File: src/rtl/serpwr_pkg.sv
package serpwr_pkg;

  localparam int STEP_W = 3;

  localparam logic [2:0] PS_DISABLE = 3'b100;
  localparam logic [2:0] PS_SLEEP   = 3'b101;
  localparam logic [2:0] PS_SNOOZE  = 3'b110;
  localparam logic [2:0] PS_ENABLE  = 3'b111;

  typedef enum logic [1:0] {
    OP_RMW  = 2'd0,
    OP_POLL = 2'd1,
    OP_HOLD = 2'd2,
    OP_END  = 2'd3
  } op_e;

  typedef enum logic [1:0] {
    TGT_PLL  = 2'd0,
    TGT_LANE = 2'd1,
    TGT_CTRL = 2'd2,
    TGT_STAT = 2'd3
  } tgt_e;

  typedef enum logic [1:0] {
    SEQ_UP   = 2'd0,
    SEQ_DOWN = 2'd1,
    SEQ_RST  = 2'd2
  } seq_e;

  typedef enum logic [2:0] {
    ST_IDLE  = 3'd0,
    ST_DISP  = 3'd1,
    ST_RD    = 3'd2,
    ST_WR    = 3'd3,
    ST_PRD   = 3'd4,
    ST_PWAIT = 3'd5,
    ST_HOLD  = 3'd6
  } st_e;

  typedef struct packed {
    op_e        op;
    tgt_e       tgt;
    logic [4:0] lsb;
    logic [2:0] fmask;
    logic [2:0] val;
  } step_t;

endpackage

File: src/rtl/serpwr_step_rom.sv
module serpwr_step_rom
  import serpwr_pkg::*;
#(
  parameter int PLL_FLD_LSB = 29,
  parameter int PLL_OK_BIT  = 28,
  parameter int TX_FLD_LSB  = 29,
  parameter int RX_FLD_LSB  = 13,
  parameter int POR_BIT     = 29,
  parameter int CMU_OK_BIT  = 19
) (
  input  seq_e              seq_i,
  input  logic [STEP_W-1:0] idx_i,
  output step_t             step_o
);

  function automatic step_t mk(op_e op, tgt_e tgt, int lsb, logic [2:0] fm, logic [2:0] v);
    step_t s;
    s.op    = op;
    s.tgt   = tgt;
    s.lsb   = 5'(lsb);
    s.fmask = fm;
    s.val   = v;
    return s;
  endfunction

  localparam step_t S_END = '{op: OP_END, tgt: TGT_PLL, lsb: 5'd0, fmask: 3'd0, val: 3'd0};

  always_comb begin
    step_o = S_END;
    unique case (seq_i)
      SEQ_UP: begin
        case (idx_i)
          3'd0: step_o = mk(OP_RMW,  TGT_PLL,  PLL_FLD_LSB, 3'b111, PS_ENABLE);
          3'd1: step_o = mk(OP_POLL, TGT_PLL,  PLL_OK_BIT,  3'b001, 3'd0);
          3'd2: step_o = mk(OP_RMW,  TGT_LANE, TX_FLD_LSB,  3'b111, PS_ENABLE);
          3'd3: step_o = mk(OP_RMW,  TGT_LANE, RX_FLD_LSB,  3'b111, PS_ENABLE);
          3'd4: step_o = mk(OP_POLL, TGT_STAT, CMU_OK_BIT,  3'b001, 3'd0);
          default: step_o = S_END;
        endcase
      end
      SEQ_DOWN: begin
        case (idx_i)
          3'd0: step_o = mk(OP_RMW, TGT_LANE, TX_FLD_LSB,  3'b111, PS_DISABLE);
          3'd1: step_o = mk(OP_RMW, TGT_LANE, RX_FLD_LSB,  3'b111, PS_DISABLE);
          3'd2: step_o = mk(OP_RMW, TGT_PLL,  PLL_FLD_LSB, 3'b111, PS_DISABLE);
          default: step_o = S_END;
        endcase
      end
      SEQ_RST: begin
        case (idx_i)
          3'd0: step_o = mk(OP_RMW,  TGT_PLL,  PLL_FLD_LSB, 3'b111, PS_DISABLE);
          3'd1: step_o = mk(OP_RMW,  TGT_LANE, TX_FLD_LSB,  3'b111, PS_DISABLE);
          3'd2: step_o = mk(OP_RMW,  TGT_LANE, RX_FLD_LSB,  3'b111, PS_DISABLE);
          3'd3: step_o = mk(OP_RMW,  TGT_CTRL, POR_BIT,     3'b001, 3'b001);
          3'd4: step_o = mk(OP_HOLD, TGT_CTRL, POR_BIT,     3'b001, 3'd0);
          3'd5: step_o = mk(OP_RMW,  TGT_CTRL, POR_BIT,     3'b001, 3'b000);
          default: step_o = S_END;
        endcase
      end
      default: step_o = S_END;
    endcase
  end

endmodule

File: src/rtl/serpwr_merge.sv
module serpwr_merge
  import serpwr_pkg::*;
#(
  parameter int DW = 32
) (
  input  logic [DW-1:0] old_i,
  input  step_t         step_i,
  output logic [DW-1:0] new_o
);

  logic [DW-1:0] mask_w;
  logic [DW-1:0] ins_w;

  always_comb begin
    mask_w = {{(DW-3){1'b0}}, step_i.fmask} << step_i.lsb;
    ins_w  = {{(DW-3){1'b0}}, (step_i.val & step_i.fmask)} << step_i.lsb;
    new_o  = (old_i & ~mask_w) | ins_w;
  end

endmodule

File: src/rtl/serpwr_timer.sv
module serpwr_timer #(
  parameter int IVL_W      = 10,
  parameter int ELAP_W     = 18,
  parameter int TIMEOUT_US = 100000
) (
  input  logic             clk,
  input  logic             rst_n,
  input  logic             tick_i,
  input  logic             ivl_clr_i,
  input  logic             ivl_run_i,
  input  logic [IVL_W-1:0] ivl_limit_i,
  input  logic             elap_clr_i,
  input  logic             elap_run_i,
  output logic             ivl_hit_o,
  output logic             elap_over_o
);

  logic [IVL_W-1:0]  ivl_q, ivl_d;
  logic              ivl_en;
  logic [ELAP_W-1:0] elap_q, elap_d;
  logic              elap_en;

  assign ivl_hit_o   = ivl_run_i && tick_i && (ivl_q == ivl_limit_i - IVL_W'(1));
  assign elap_over_o = (elap_q >= ELAP_W'(TIMEOUT_US));

  always_comb begin
    ivl_en = 1'b0;
    ivl_d  = ivl_q;
    if (ivl_clr_i) begin
      ivl_en = 1'b1;
      ivl_d  = '0;
    end else if (ivl_run_i && tick_i) begin
      ivl_en = 1'b1;
      ivl_d  = ivl_hit_o ? '0 : ivl_q + IVL_W'(1);
    end
  end

  always_comb begin
    elap_en = 1'b0;
    elap_d  = elap_q;
    if (elap_clr_i) begin
      elap_en = 1'b1;
      elap_d  = '0;
    end else if (elap_run_i && tick_i && !elap_over_o) begin
      elap_en = 1'b1;
      elap_d  = elap_q + ELAP_W'(1);
    end
  end

  always_ff @(posedge clk or negedge rst_n) begin
    if (!rst_n) begin
      ivl_q  <= '0;
      elap_q <= '0;
    end else begin
      if (ivl_en)  ivl_q  <= ivl_d;
      if (elap_en) elap_q <= elap_d;
    end
  end

endmodule

File: src/rtl/serpwr_ctrl.sv
module serpwr_ctrl
  import serpwr_pkg::*;
#(
  parameter int IVL_W       = 10,
  parameter int PLL_POLL_US = 1000,
  parameter int CMU_POLL_US = 100,
  parameter int POR_HOLD_US = 1000
) (
  input  logic              clk,
  input  logic              rst_n,
  input  logic              cmd_up_i,
  input  logic              cmd_down_i,
  input  logic              cmd_reset_i,
  input  step_t             step_i,
  input  logic [31:0]       rdata_i,
  input  logic              ivl_hit_i,
  input  logic              elap_over_i,
  output seq_e              seq_o,
  output logic [STEP_W-1:0] idx_o,
  output logic [31:0]       shadow_o,
  output logic              rd_o,
  output logic              wr_o,
  output logic              ivl_clr_o,
  output logic              ivl_run_o,
  output logic [IVL_W-1:0]  ivl_limit_o,
  output logic              elap_clr_o,
  output logic              elap_run_o,
  output logic              busy_o,
  output logic              done_o,
  output logic              timeout_o
);

  st_e               st_q, st_d;
  seq_e              seq_q, seq_d;
  logic              seq_en;
  logic [STEP_W-1:0] idx_q, idx_d;
  logic              idx_en;
  logic [31:0]       shadow_q;
  logic              shadow_en;
  logic              done_q, done_d;
  logic              to_q, to_d;
  logic              poll_bit;

  assign poll_bit = rdata_i[step_i.lsb];

  always_comb begin
    st_d       = st_q;
    seq_d      = seq_q;
    seq_en     = 1'b0;
    idx_d      = idx_q;
    idx_en     = 1'b0;
    shadow_en  = 1'b0;
    done_d     = 1'b0;
    to_d       = 1'b0;
    ivl_clr_o  = 1'b0;
    elap_clr_o = 1'b0;
    unique case (st_q)
      ST_IDLE: begin
        if (cmd_reset_i || cmd_down_i || cmd_up_i) begin
          seq_en = 1'b1;
          seq_d  = cmd_reset_i ? SEQ_RST : (cmd_down_i ? SEQ_DOWN : SEQ_UP);
          idx_en = 1'b1;
          idx_d  = '0;
          st_d   = ST_DISP;
        end
      end
      ST_DISP: begin
        unique case (step_i.op)
          OP_RMW:  st_d = ST_RD;
          OP_POLL: begin
            elap_clr_o = 1'b1;
            st_d       = ST_PRD;
          end
          OP_HOLD: begin
            ivl_clr_o = 1'b1;
            st_d      = ST_HOLD;
          end
          default: begin
            done_d = 1'b1;
            st_d   = ST_IDLE;
          end
        endcase
      end
      ST_RD: begin
        shadow_en = 1'b1;
        st_d      = ST_WR;
      end
      ST_WR: begin
        idx_en = 1'b1;
        idx_d  = idx_q + STEP_W'(1);
        st_d   = ST_DISP;
      end
      ST_PRD: begin
        if (poll_bit) begin
          idx_en = 1'b1;
          idx_d  = idx_q + STEP_W'(1);
          st_d   = ST_DISP;
        end else if (elap_over_i) begin
          to_d = 1'b1;
          st_d = ST_IDLE;
        end else begin
          ivl_clr_o = 1'b1;
          st_d      = ST_PWAIT;
        end
      end
      ST_PWAIT: begin
        if (ivl_hit_i) st_d = ST_PRD;
      end
      ST_HOLD: begin
        if (ivl_hit_i) begin
          idx_en = 1'b1;
          idx_d  = idx_q + STEP_W'(1);
          st_d   = ST_DISP;
        end
      end
      default: st_d = ST_IDLE;
    endcase
  end

  always_ff @(posedge clk or negedge rst_n) begin
    if (!rst_n) begin
      st_q     <= ST_IDLE;
      seq_q    <= SEQ_UP;
      idx_q    <= '0;
      shadow_q <= '0;
      done_q   <= 1'b0;
      to_q     <= 1'b0;
    end else begin
      st_q   <= st_d;
      done_q <= done_d;
      to_q   <= to_d;
      if (seq_en)    seq_q    <= seq_d;
      if (idx_en)    idx_q    <= idx_d;
      if (shadow_en) shadow_q <= rdata_i;
    end
  end

  assign seq_o      = seq_q;
  assign idx_o      = idx_q;
  assign shadow_o   = shadow_q;
  assign rd_o       = (st_q == ST_RD) || (st_q == ST_PRD);
  assign wr_o       = (st_q == ST_WR);
  assign ivl_run_o  = (st_q == ST_PWAIT) || (st_q == ST_HOLD);
  assign elap_run_o = (st_q == ST_PRD) || (st_q == ST_PWAIT);
  assign busy_o     = (st_q != ST_IDLE);
  assign done_o     = done_q;
  assign timeout_o  = to_q;

  assign ivl_limit_o = (step_i.op == OP_HOLD)  ? IVL_W'(POR_HOLD_US) :
                       (step_i.tgt == TGT_STAT) ? IVL_W'(CMU_POLL_US) :
                                                  IVL_W'(PLL_POLL_US);

endmodule

File: src/rtl/serpwr_seq.sv
module serpwr_seq
  import serpwr_pkg::*;
#(
  parameter int              ADDR_W      = 8,
  parameter logic [ADDR_W-1:0] PLL_ADDR  = 8'h3F,
  parameter logic [ADDR_W-1:0] LANE_ADDR = 8'h3E,
  parameter logic [ADDR_W-1:0] CTRL_ADDR = 8'h3D,
  parameter logic [ADDR_W-1:0] STAT_ADDR = 8'h20,
  parameter int PLL_POLL_US  = 1000,
  parameter int CMU_POLL_US  = 100,
  parameter int TIMEOUT_US   = 100000,
  parameter int POR_HOLD_US  = 1000,
  parameter int PLL_FLD_LSB  = 29,
  parameter int PLL_OK_BIT   = 28,
  parameter int TX_FLD_LSB   = 29,
  parameter int RX_FLD_LSB   = 13,
  parameter int POR_BIT      = 29,
  parameter int CMU_OK_BIT   = 19
) (
  input  logic              clk,
  input  logic              rst_n,
  input  logic              us_tick,
  input  logic              cmd_up,
  input  logic              cmd_down,
  input  logic              cmd_reset,
  output logic              busy,
  output logic              done,
  output logic              timeout,
  output logic              reg_wr,
  output logic              reg_rd,
  output logic [ADDR_W-1:0] reg_addr,
  output logic [31:0]       reg_wdata,
  input  logic [31:0]       reg_rdata
);

  localparam int IVL_MAX0 = (PLL_POLL_US > CMU_POLL_US) ? PLL_POLL_US : CMU_POLL_US;
  localparam int IVL_MAX  = (IVL_MAX0 > POR_HOLD_US) ? IVL_MAX0 : POR_HOLD_US;
  localparam int IVL_W    = $clog2(IVL_MAX + 1);
  localparam int ELAP_W   = $clog2(TIMEOUT_US + 1) + 1;

  seq_e              seq_w;
  logic [STEP_W-1:0] idx_w;
  step_t             step_w;
  logic [31:0]       shadow_w;
  logic              ivl_clr_w, ivl_run_w, elap_clr_w, elap_run_w;
  logic [IVL_W-1:0]  ivl_limit_w;
  logic              ivl_hit_w, elap_over_w;

  serpwr_step_rom #(
    .PLL_FLD_LSB (PLL_FLD_LSB),
    .PLL_OK_BIT  (PLL_OK_BIT),
    .TX_FLD_LSB  (TX_FLD_LSB),
    .RX_FLD_LSB  (RX_FLD_LSB),
    .POR_BIT     (POR_BIT),
    .CMU_OK_BIT  (CMU_OK_BIT)
  ) u_rom (
    .seq_i  (seq_w),
    .idx_i  (idx_w),
    .step_o (step_w)
  );

  serpwr_merge #(.DW(32)) u_merge (
    .old_i  (shadow_w),
    .step_i (step_w),
    .new_o  (reg_wdata)
  );

  serpwr_timer #(
    .IVL_W      (IVL_W),
    .ELAP_W     (ELAP_W),
    .TIMEOUT_US (TIMEOUT_US)
  ) u_timer (
    .clk         (clk),
    .rst_n       (rst_n),
    .tick_i      (us_tick),
    .ivl_clr_i   (ivl_clr_w),
    .ivl_run_i   (ivl_run_w),
    .ivl_limit_i (ivl_limit_w),
    .elap_clr_i  (elap_clr_w),
    .elap_run_i  (elap_run_w),
    .ivl_hit_o   (ivl_hit_w),
    .elap_over_o (elap_over_w)
  );

  serpwr_ctrl #(
    .IVL_W       (IVL_W),
    .PLL_POLL_US (PLL_POLL_US),
    .CMU_POLL_US (CMU_POLL_US),
    .POR_HOLD_US (POR_HOLD_US)
  ) u_ctrl (
    .clk         (clk),
    .rst_n       (rst_n),
    .cmd_up_i    (cmd_up),
    .cmd_down_i  (cmd_down),
    .cmd_reset_i (cmd_reset),
    .step_i      (step_w),
    .rdata_i     (reg_rdata),
    .ivl_hit_i   (ivl_hit_w),
    .elap_over_i (elap_over_w),
    .seq_o       (seq_w),
    .idx_o       (idx_w),
    .shadow_o    (shadow_w),
    .rd_o        (reg_rd),
    .wr_o        (reg_wr),
    .ivl_clr_o   (ivl_clr_w),
    .ivl_run_o   (ivl_run_w),
    .ivl_limit_o (ivl_limit_w),
    .elap_clr_o  (elap_clr_w),
    .elap_run_o  (elap_run_w),
    .busy_o      (busy),
    .done_o      (done),
    .timeout_o   (timeout)
  );

  always_comb begin
    unique case (step_w.tgt)
      TGT_PLL:  reg_addr = PLL_ADDR;
      TGT_LANE: reg_addr = LANE_ADDR;
      TGT_CTRL: reg_addr = CTRL_ADDR;
      default:  reg_addr = STAT_ADDR;
    endcase
  end

endmodule

File: config.mk
export PLATFORM = sky130hd
export DESIGN_NAME = serpwr_seq
export DESIGN_NICKNAME = d
export VERILOG_FILES = /design/src/rtl/serpwr_pkg.sv /design/src/rtl/serpwr_step_rom.sv /design/src/rtl/serpwr_merge.sv /design/src/rtl/serpwr_timer.sv /design/src/rtl/serpwr_ctrl.sv /design/src/rtl/serpwr_seq.sv
export SDC_FILE = /design/constraint.sdc
export NUM_CORES = 1
export LEC_CHECK = 0
export CORE_MARGIN = 1.5
export CORE_UTILIZATION = 52
export DETAILED_ROUTE_END_ITERATION = 7
export DONT_BUFFER_PORTS = 1
export PLACE_DENSITY = 0.67
export SLEW_MARGIN = 20
export SYNTH_ARGS = -nofsm -noshare
export SYNTH_HDL_FRONTEND = slang
export SYNTH_SLANG_ARGS = --single-unit
File: constraint.sdc
create_clock -name clk -period 9 [get_ports clk]
set_input_delay 2.7 -clock clk [delete_from_list [all_inputs] [get_ports clk]]
set_output_delay 2.7 -clock clk [all_outputs]
set_load 0.01 [all_outputs]
==> flow_summary.yaml <==
routing:
  ant_nets: 0
  viasPerCell: 6.02
  wirelength_mm: 9.24
  drtIter0Drc: 155
  drc: 0
  drtPass1Iterations: 4
  num_vias: 3167
  wl_per_cell_um: 17.6
pwr:
  p_leak_nw: 1.93
  power_density_nw_per_um2: 354
  max-vdd-ir-drop_mv: 0.156
die:
  die_area_um2: 8750
  die_w_um: 93.5
  num_rows: 32
  ios: 83
  initial_core_util_pct: 54.3
  coreArea_um2: 7850
  die_h_um: 93.5
hold_path:
  hold_path_class: "register to register"
synth:
  syn-instance-count: 453
  synth_top_area_cell: "dfrtp_1"
  async_flop_share_pct: 100
  yosysSeqAreaShare_pct: 41.1
  ys_types: 65
  synth_top_cell_area_share_pct: 41.1
  syn_area_um2: 4260
  ys_ff_latch: 70
  syn_avg_cell_area_um2: 9.40
  yosys_most_used_dff: "dfrtp_1"
  yosysWarnings: 0
  synth_edf_count: 0
  ys_top_cells_by_area: "dfrtp_1, mux2_2, nor2_1"
setup_path:
  cpMaxStageDelayCell: "a2111oi_0"
  cp.arrival_ns: 3.85
  criticalPathCategory: "register to output pin"
  start_kind: "register"
  cp.required_ns: 6.30
  path_cells: "inv_1, ha_1, or4b_4, o221ai_4, and2_1, o21ai_0, a2111oi_0, a21o_1"
  crit_buf_inv: 1
  critPathMaxStageDelay_ns: 0.79
  end_kind: "output pin"
  path_delay_family: "compound AO/OA/AOI/OAI gates"
  worstPathMaxFanout: 23
global_routing:
  grt_max_degree: 71
  antenna_found_initial: 0
  top_usage_layer: "met2"
  grt_pass1_vias: 3102
  grt_first_pass_wirelength_mm: 15.1
  grt_use_met3_pct: 5.69
  gr-usage-all-layers_pct: 22.2
  grt_use_met1_pct: 28.3
  gr-total-overflow: 0
  grtUsageMet2_pct: 36.2
timing:
  fin_setup_tns_ns: 0
  rsz0062_at_grt: "no"
  fmax_ghz: 0.153
  setup_viol: 0
  hold_ws_ns: 0.511
  drv_slew: 0
  setup_ws_ns: 2.45
  hold_viol_final: 0
  clock_skew_ns: 0.0161
  timing.final.crit_share_pct: 72.8
  slew_headroom_pct: 38.3
  fin_crit_ns: 6.55
  worst_pin_slew_ns: 0.916
final_layout:
  nets: 468
  n_fill_cell: 701
  layout_commonest_cell: "dfrtp_1"
  antenna_cells: 0
  final_cell_mix: "dfrtp_1, nor2_1, mux2_2"
  layout-drive-gt1-share_pct: 16.7
  final_cells: 526
  areaGrowthSynthToFinish_pct: 3.05
place:
  io_buffers: 0
  dp_worst_setup_slack_ns: 2.85
  routabilityCongestion: 0.886
  dp.cells: 510
  hpwl_mm: 6.71
clocking:
  cts_root_buf: "clkbuf_8"
  post_cts_resized: 0
  cts_buffer_depth: 2
  clk_latency_ns: 0.35
  cts_tree: "yes"
  hold_buffers: 0
  cts_setup_buffers: 0
  clkSinkCount: 70
  numCtsBuffers: 9
  htree_levels: 3
  clk_pin_slew_ns: 0.10
job:
  max_cap_viol_count: 0
outcome:
  run_status: "finished, final reports clean"
[flip-flops by register name, summed over array words and instances, names as in the netlist]
name              cells
u_ctrl.seq_o          2
u_ctrl.st_q           3
u_ctrl.shadow_o      32
u_ctrl.timeout_o      1
u_timer.ivl_q        10
u_ctrl.done_o         1
u_timer.elap_q       18
u_ctrl.idx_o          3
[cell type report]
class	instances	area, µm²	share of cell area (%)
clock buffers	9	124	2.82
clock inverters	7	63.8	1.45
inverters	22	82.6	1.88
multi-input cells	314	2230	50.7
flip-flops and latches	70	1750	39.9
well taps	102	128	2.91
repair buffers	2	15.0	0.342
[power breakdown]
group / internal [mW] / switching, mW
Sequential: 0.417 / 0.144
Combinational: 0.315 / 0.428
Clock: 0.106 / 0.142
Total: 0.838 / 0.714
[synth_stat cells (all sizes together) (2+ instances only)]
master  number
o311ai       3
clkbuf      32
or4          2
o21bai       2
nor4         4
a31o         2
o21a         2
and3         6
mux2i        5
nand3b       2
mux2        36
a211o        2
nand4       11
nand2       27
a211oi       4
and4         2
o211ai       6
nor3         6
a32o         2
nor2        52
nor2b        5
o21ai       14
o22ai        2
or2          4
nor3b        2
a22o         2
buf         16
dfrtp       70
nand3       15
a21o         5
a31oi        7
a21boi       3
xnor2        6
conb         2
xor2        17
ha          11
o221ai       2
nand2b       3
and2         5
inv         22
a21oi        9
o31ai        5
[cells by family (layout without fill, tap and decap cells)]
logic type | Yosys count | after routing | share of synthesized area (%)
AOI/OAI and AO/OA | 83 | 83 | 14.9
xor gates and xnor gates | 23 | 23 | 4.73
adders and majority gates | 11 | 11 | 3.23
buffers and inverters | 70 | 40 | 6.93
DFF | 70 | 70 | 41.1
muxes | 41 | 41 | 10.7
other | 2 | 3 | 0.176
and+or+nand+nor | 153 | 153 | 18.3
[worst register-to-register path, stage by stage, from the launching register on]
cell      delay, ns
dfrtp_1        0.46
inv_1          0.12
ha_1           0.45
or2_2          0.22
nor3b_1        0.07
o21ai_0        0.27
nand2_1        0.09
a311oi_1       0.44
ha_1           0.27
inv_1          0.05
o211ai_1       0.15
mux2i_1        0.32
nand3b_1       0.13
a31o_2         0.29
mux2_2         0.26
[metrics by stage]
stage          utilization (%)  cell area (µm²)  total power [mW]
6_report                  55.9             4390              1.55
5_1_grt                   55.9             4390              1.68
4_1_cts                   55.9             4380              1.56
3_5_place_dp              53.5             4200              1.30
3_3_place_gp              53.5             4200              1.29
2_1_floorplan                -             4260              1.18
[layer usage]
layer | part of all wire (%) | vias to the layer above | wire length [µm]
met5 | 0 | - | 0
met4 | 1.0 | 0 | 93
met3 | 6.8 | 10 | 625
met2 | 48 | 94 | 4460
met1 | 44 | 1557 | 4060
li1 | - | 1506 | -
[final timing paths]
path	end	slack, ns	depth (start not counted)	from
setup reg to reg	u_ctrl.idx_o[0]$_DFFE_PN0P_	5.30	14	u_ctrl.idx_o[1]$_DFFE_PN0P_
min in group asynchronous	u_ctrl.shadow_o[30]$_DFFE_PN0P_	2.03	0	rst_n
hold / removal	u_ctrl.shadow_o[29]$_DFFE_PN0P_	0.51	1	u_ctrl.shadow_o[29]$_DFFE_PN0P_
max in group asynchronous	u_timer.ivl_q[4]$_DFFE_PN0P_	6.84	0	rst_n
setup / recovery	reg_wdata[13]	2.45	8	u_ctrl.idx_o[2]$_DFFE_PN0P_
hold reg to reg	u_ctrl.shadow_o[29]$_DFFE_PN0P_	0.51	1	u_ctrl.shadow_o[29]$_DFFE_PN0P_
(Power assumes the default switching activity.)
